==> src/rtl/ptb_pkg.sv <==
package ptb_pkg;

    localparam int unsigned CNT_W_DEF = 16;
    localparam int unsigned NUM_BUF   = 2;
    localparam int unsigned IDX_PRD   = 0;
    localparam int unsigned IDX_CMP   = 1;

    typedef enum logic {
        LD_ZERO_ONLY     = 1'b0,
        LD_ZERO_AND_SYNC = 1'b1
    } ld_mode_e;

    typedef struct packed {
        logic zero;
        logic period;
        logic compare;
        logic below;
    } tb_flags_t;

    function automatic logic load_fire(input logic at_zero, input logic sync,
                                       input ld_mode_e mode);
        return at_zero | (sync & (mode == LD_ZERO_AND_SYNC));
    endfunction

endpackage

==> src/rtl/ptb_dbuf.sv <==
module ptb_dbuf #(
    parameter int unsigned W       = 16,
    parameter logic [W-1:0] RST_VAL = '0
) (
    input  logic         clk,
    input  logic         rst,
    input  logic         wr,
    input  logic [W-1:0] wdata,
    input  logic         load,
    output logic [W-1:0] shadow,
    output logic [W-1:0] active
);

    always_ff @(posedge clk) begin
        if (rst) begin
            shadow <= RST_VAL;
            active <= RST_VAL;
        end else begin
            if (wr)
                shadow <= wdata;
            if (load)
                active <= shadow;
        end
    end

endmodule

==> src/rtl/ptb_counter.sv <==
module ptb_counter #(
    parameter int unsigned W = 16
) (
    input  logic         clk,
    input  logic         rst,
    input  logic         sync,
    input  logic [W-1:0] phase,
    input  logic         period_hit,
    output logic [W-1:0] count
);

    always_ff @(posedge clk) begin
        if (rst)
            count <= '0;
        else if (sync)
            count <= phase;
        else if (period_hit)
            count <= '0;
        else
            count <= count + W'(1);
    end

endmodule

==> src/rtl/ptb_compare.sv <==
module ptb_compare
    import ptb_pkg::*;
#(
    parameter int unsigned W = 16
) (
    input  logic [W-1:0] count,
    input  logic [W-1:0] period,
    input  logic [W-1:0] cmp,
    output tb_flags_t    flags
);

    always_comb begin
        flags.zero    = (count == '0);
        flags.period  = (count == period);
        flags.compare = (count == cmp);
        flags.below   = (count < cmp);
    end

endmodule

==> src/rtl/pwm_timebase.sv <==
module pwm_timebase
    import ptb_pkg::*;
#(
    parameter int unsigned CNT_W = CNT_W_DEF,
    parameter logic [CNT_W-1:0] RST_PRD = {CNT_W{1'b1}},
    parameter logic [CNT_W-1:0] RST_CMP = '0,
    parameter logic [CNT_W-1:0] RST_PHS = '0
) (
    input  logic             clk,
    input  logic             rst,
    input  logic             prd_wr,
    input  logic [CNT_W-1:0] prd_wdata,
    input  logic             cmp_wr,
    input  logic [CNT_W-1:0] cmp_wdata,
    input  logic             phs_wr,
    input  logic [CNT_W-1:0] phs_wdata,
    input  logic             sync_load_en,
    input  logic             sync_in,
    output logic             zero_evt,
    output logic             prd_evt,
    output logic             cmp_evt,
    output logic             pwm_out,
    output logic             sync_out
);

    localparam logic [NUM_BUF-1:0][CNT_W-1:0] BUF_RST = {RST_CMP, RST_PRD};

    logic [CNT_W-1:0] cnt_q;
    logic [CNT_W-1:0] phs_q;
    logic [NUM_BUF-1:0]            buf_wr;
    logic [NUM_BUF-1:0][CNT_W-1:0] buf_wdata;
    logic [NUM_BUF-1:0][CNT_W-1:0] buf_shd;
    logic [NUM_BUF-1:0][CNT_W-1:0] buf_act;
    logic [CNT_W-1:0] shd_prd, shd_cmp, act_prd, act_cmp;
    tb_flags_t        flags;
    ld_mode_e         mode;
    logic             load;

    assign buf_wr[IDX_PRD]    = prd_wr;
    assign buf_wr[IDX_CMP]    = cmp_wr;
    assign buf_wdata[IDX_PRD] = prd_wdata;
    assign buf_wdata[IDX_CMP] = cmp_wdata;

    assign mode = ld_mode_e'(sync_load_en);
    assign load = load_fire(flags.zero, sync_in, mode);

    for (genvar i = 0; i < NUM_BUF; i++) begin : g_buf
        ptb_dbuf #(
            .W      (CNT_W),
            .RST_VAL(BUF_RST[i])
        ) u_dbuf (
            .clk   (clk),
            .rst   (rst),
            .wr    (buf_wr[i]),
            .wdata (buf_wdata[i]),
            .load  (load),
            .shadow(buf_shd[i]),
            .active(buf_act[i])
        );
    end

    assign shd_prd = buf_shd[IDX_PRD];
    assign shd_cmp = buf_shd[IDX_CMP];
    assign act_prd = buf_act[IDX_PRD];
    assign act_cmp = buf_act[IDX_CMP];

    always_ff @(posedge clk) begin
        if (rst)
            phs_q <= RST_PHS;
        else if (phs_wr)
            phs_q <= phs_wdata;
    end

    ptb_compare #(.W(CNT_W)) u_cmp (
        .count (cnt_q),
        .period(act_prd),
        .cmp   (act_cmp),
        .flags (flags)
    );

    ptb_counter #(.W(CNT_W)) u_cnt (
        .clk       (clk),
        .rst       (rst),
        .sync      (sync_in),
        .phase     (phs_q),
        .period_hit(flags.period),
        .count     (cnt_q)
    );

    assign zero_evt = flags.zero;
    assign sync_out = flags.zero;
    assign prd_evt  = flags.period;
    assign cmp_evt  = flags.compare;
    assign pwm_out  = flags.below;

endmodule

==> config.mk <==
export PLATFORM = sky130hd
export DESIGN_NAME = pwm_timebase
export DESIGN_NICKNAME = d
export VERILOG_FILES = /design/src/rtl/ptb_pkg.sv /design/src/rtl/ptb_dbuf.sv /design/src/rtl/ptb_counter.sv /design/src/rtl/ptb_compare.sv /design/src/rtl/pwm_timebase.sv
export SDC_FILE = /design/constraint.sdc
export NUM_CORES = 1
export LEC_CHECK = 0
export CORE_ASPECT_RATIO = 1.5
export CORE_MARGIN = 10
export CORE_UTILIZATION = 49
export DETAILED_ROUTE_END_ITERATION = 7
export PLACE_DENSITY_LB_ADDON = 0.08
export RECOVER_POWER = 50
export SKIP_LAST_GASP = 1
export SYNTH_ARGS = -nofsm -noshare
export SYNTH_HDL_FRONTEND = slang
export SYNTH_HIERARCHICAL = 1
export SYNTH_SLANG_ARGS = --single-unit
==> constraint.sdc <==
create_clock -name clk -period 1.69 [get_ports clk]
set_input_delay 0.338 -clock clk [delete_from_list [all_inputs] [get_ports clk]]
set_output_delay 0.338 -clock clk [all_outputs]
set_load 0.005 [all_outputs]
==> After elaboration in Yosys (flattened, before gate mapping) <==
Cells that the tools add are included.
W data, S select, Z words.
{ "op_classes": {"shift": 0, "bitwise_logic": 2, "mul": 0, "n_lt_le_gt_ge": 1, "eq_ne": 2, "addsub": 1, "reduce_logical": 1, "mux": 2, "div_mod_pow": 0} }
{ "op_table": {"columns": ["cell", "count"], "rows": [
  ["$eq A16 B16 Y1", 2],
  ["$mux W16", 2],
  ["$add A16 B1 Y16 const B", 1],
  ["$logic_not A16 Y1", 1],
  ["$lt A16 B16 Y1", 1],
  ["$and A1 B1 Y1", 1],
  ["$or A1 B1 Y1", 1]
]} }
{ "word_totals": {"word_cells": 15, "mem_count": 0, "register_bits": 96, "input_bits": 55, "mem_bits_ro": 0, "ram_bits": 0, "latch_bits": 0, "output_inout_bits": 5} }

==> Longest topological paths before layout <==
{ "depth": {"word_depth": 3, "mapped_depth": 7, "depth_no_buf": 6} }

==> By module <==
Netlist, hierarchy kept.
{ "by_module_without_submodules": {"columns": ["mod", "area_each_um2", "instances", "cells_per_inst"], "rows": [
  ["ptb_dbuf (g_buf[0].u_dbuf)", 1194.9, 1, 105],
  ["ptb_dbuf (g_buf[1].u_dbuf)", 1157.4, 1, 103],
  ["ptb_counter", 825.8, 1, 98],
  ["ptb_compare", 604.3, 1, 82],
  ["pwm_timebase", 595.6, 1, 54]
]} }

==> Least setup slack after synthesis <==
OpenSTA, ideal clock, no wires.
{ "synth_path": {"kind": "reg2out", "from": "register u_cnt.count[14]", "to": "output pwm_out", "path_buffers": 0, "required_time_ns": 1.352, "arrival_time_ns": 1.493, "path_slack_ns": -0.141, "stages_incl_launch_ff": 6, "path_cell_list": "dfxtp_1 ha_1 nand4_1 or4_4 a21oi_2 nor3_1"} }
{ "synth_between": {"elab_chain_cells": 1} }
{ "synth_rtl": {"columns": ["item", "line_no", "rtl"], "rows": [
  ["start, declared", "ptb_counter.sv:9", "output logic [W-1:0] count"],
  ["start signal, assigned", "ptb_counter.sv:16", "count <= phase;"],
  ["start signal, assigned", "ptb_counter.sv:20", "count <= count + W'(1);"],
  ["$lt A16 B16 Y1", "ptb_compare.sv:16", "flags.below = (count < cmp);"],
  ["end, declared", "pwm_timebase.sv:22", "output logic pwm_out,"]
]} }
Every way passes these cells.

==> Worst setup path after layout <==
{ "layout_path": {"from": "register g_buf[1].u_dbuf.active[10]", "to": "output pwm_out"} }
{ "layout_between": {"elab_chain_cells": 1} }
{ "layout_rtl": {"columns": ["item", "line_no", "rtl"], "rows": [
  ["start, declared", "ptb_dbuf.sv:11", "output logic [W-1:0] active"],
  ["start signal, assigned", "ptb_dbuf.sv:22", "active <= shadow;"],
  ["$lt A16 B16 Y1", "ptb_compare.sv:16", null]
]} }
Every way passes these cells.

==> impl_metrics.toml <==
[cts]
clkSlewWorstSetupHoldPaths_ns = 0.06
htree_levels = 3
cts_buffers = 9
clock_sinks = 96
cts_tree = "yes"
cts.path.max_buffers = 2
clk_root_buffer_cell = "clkbuf_16"
insertion_delay_ns = 0.35

[cells_and_area]
fill_cells = 656
final_cell_area_um2 = 6206
fin_util_pct = 70.72
num_antenna_cells = 0
synthToLayoutAreaGrowth_pct = 41.75
nets = 623
drive_gt1_share_pct = 29.14

[outcome]
violations = "setup timing"
status = "finished, violations left"

[worst_hold_path]
hold_class = "reg -> reg"

[timing]
timing.slew.headroom_pct = 62.13
fin_crit_ns = 2.404
fin_ws_ns = -0.7136
setup_tns_ns = -12.20
rsz0062_at_grt = "yes"
drv_slew = 0
worst_slew_pin_slew_ns = 0.5680
fin_crit_sh_pct = 142.2
setup_viol = 53
finClkSkew_ns = 0.008703
clock.fmax_mhz = 416.0
hold_viol_final = 0

[synthesis]
synthTopCellsByArea = "dfxtp_1, mux2i_1, a211o_1, xnor2_1, nor2_1"
syn_area_um2 = 4378
synth_cell_types = 35
synth_edf_count = 0
yosysMostFrequentCell = "dfxtp_1"
synth_top_area_share_pct = 43.90
avgSynthCellArea_um2 = 9.905
async_flop_share_pct = 0
ys_top_cells_by_count = "dfxtp_1, nor2_1, mux2i_1"
seq_area_frac_synth_pct = 43.90
synthCells = 442
synth.net_count = 514
ys_warn_count = 6
synthFlopType = "dfxtp_1"
ys_seq_elements = 96
synth_top_area_cell = "dfxtp_1"

[pwr]
leakagePower_nw = 2.607
power_frac_seq_pct = 42.2
p_clk_share_pct = 33.8
power.density_nw_per_um2 = 972.4
p_switching_mw = 1.573
p_int_mw = 4.461
sw_frac_of_total_pct = 26.07
p_total_mw = 6.034
irDropWorstVdd_mv = 0.7077
combPwrFrac_pct = 24.0

[placement]
port_buffers = 59
placed_area_um2 = 5258
place_ws_ns = -0.6767
dp_hpwl_um = 7403
gp_congestion = 0.9293

[critical_path]
critPathSlowestCell = "or4_4"
worst_ep_required_time_ns = 1.35
cpPeakStageDelay_ns = 0.59
path_cells = "inv_2 -> ha_4 -> nand4_1 -> or4_4 -> a21oi_4 -> nor3_2 -> buf_2"
cp-end-kind = "output pin"
arrival_ns = 2.07
worstSetupPathType = "reg -> out"
critical_path.max_fanout = 2
start_kind = "flip-flop"

[detailed_routing]
via_count = 3556
drc_errors = 0
finalWirelength_um = 11720
first_pass_iters = 4
ant_nets = 0
routedWlPerCell_um = 17.59
drt_iter0_markers = 278
vias_per_cell = 5.339

[die]
dieWidth_um = 97.18
rows = 42
core_um2 = 8776
ioPinCount = 60
start_util_pct = 49.89
die_y_um = 135.8
dieArea_um2 = 13190

[global_routing]
antenna_found_initial = 0
grt_pass1_wl_um = 18550
grt_overflow_total = 0
grt_util_all_layers_pct = 17.46
grt_pass1_vias = 3702
grt_max_degree = 40

[flow_run]
drv_cap = 0
## metal layers
metal	global-route usage (%)	wire, um
met1	18.67	4693
met2	29.92	6039
met3	4.137	441
met4	11.84	544
met5	0	0
## cell type report
cell class                      count  area, um2  area share, %
Clock inverter                      6      58.81         0.9476
Multi-Input combinational cell    304       2500          40.28
Timing Repair Buffer              121       1255          20.22
Tap cell                          110      137.6          2.218
Sequential cell                    96       1944          31.33
Clock buffer                       10      239.0          3.851
Inverter                           19      71.32          1.149
## stage by stage
step	hold WS (ns)	std cells
after detailed placement	0.4448	622
after floorplan	0.4030	442
after global routing	0.4687	666
after global placement	0.4393	622
after CTS	0.4541	664
final	0.4583	666
## worst max-delay path, delay by kind of cell, from the launching register on
| kind | cells | cell delay (ns) |
|---|---|---|
| adder cells (fa/ha/maj) | 1 | 0.25 |
| flip-flops | 1 | 0.34 |
| AND/OR/NAND/NOR | 3 | 0.79 |
| buffers and inverters | 2 | 0.17 |
| AO/OA/AOI/OAI | 1 | 0.16 |
## worst paths after layout
kind	start	endpoint	slack, ns	cells past startpoint
setup / recovery	g_buf[1].u_dbuf/active[10]	pwm_out	-0.71	7
hold / removal	g_buf[0].u_dbuf/shadow[8]	g_buf[0].u_dbuf/active[8]	0.46	1
hold reg to reg	g_buf[0].u_dbuf/shadow[8]	g_buf[0].u_dbuf/active[8]	0.46	1
setup reg to reg	u_cnt/count[9]	g_buf[0].u_dbuf/active[15]	-0.33	10
## cell usage in the layout, fill, tap and decap left out, types with 18 or more instances in the layout
master	instances
clkdlybuf4s50_1	51
buf_6	23
dfxtp_1	78
buf_4	28
xnor2_1	21
dfxtp_2	18
nand2_1	18
mux2i_1	46
nor2b_1	31
a211o_1	32
nor2_1	54
## what timing repair did
item                                    4_1_cts  5_1_grt
resized for setup                            87       40
pin swaps                                    31       19
hold buffers                                  0        0
cloned                                        8        0
buffers inserted                             20        9
endpoints found under the setup margin       53       53
## cells by family (layout without fill, tap and decap cells)
| kind of cell | Yosys count | after routing | share of synthesized area [%] |
|---|---|---|---|
| xor gates and xnor gates | 30 | 30 | 6.002 |
| muxes | 48 | 48 | 10.97 |
| DFF | 96 | 96 | 43.90 |
| buffers and inverters | 43 | 156 | 6.459 |
| AOI/OAI and AO/OA | 60 | 60 | 10.37 |
| and+or+nand+nor | 148 | 149 | 17.43 |
| adders and majority gates | 17 | 17 | 4.858 |
## power groups by stage
| stage | sequential (mW) | clock (mW) | combinational [mW] |
|---|---|---|---|
| finish | 2.55 | 2.04 | 1.45 |
| global route | 2.56 | 2.17 | 1.54 |
| CTS | 2.54 | 2.06 | 1.47 |
| detailed placement | 2.58 | 0 | 0.993 |
| global placement | 2.58 | 0 | 0.975 |
| floorplan | 2.56 | 0 | 0.652 |
## flip-flops by register name (all words and copies together) (netlist names)
name / count
g_buf.u_dbuf/shadow: 32
g_buf.u_dbuf/active: 32
u_cnt/count: 16
phs_q: 16
Power figures use the tool's default switching activity.
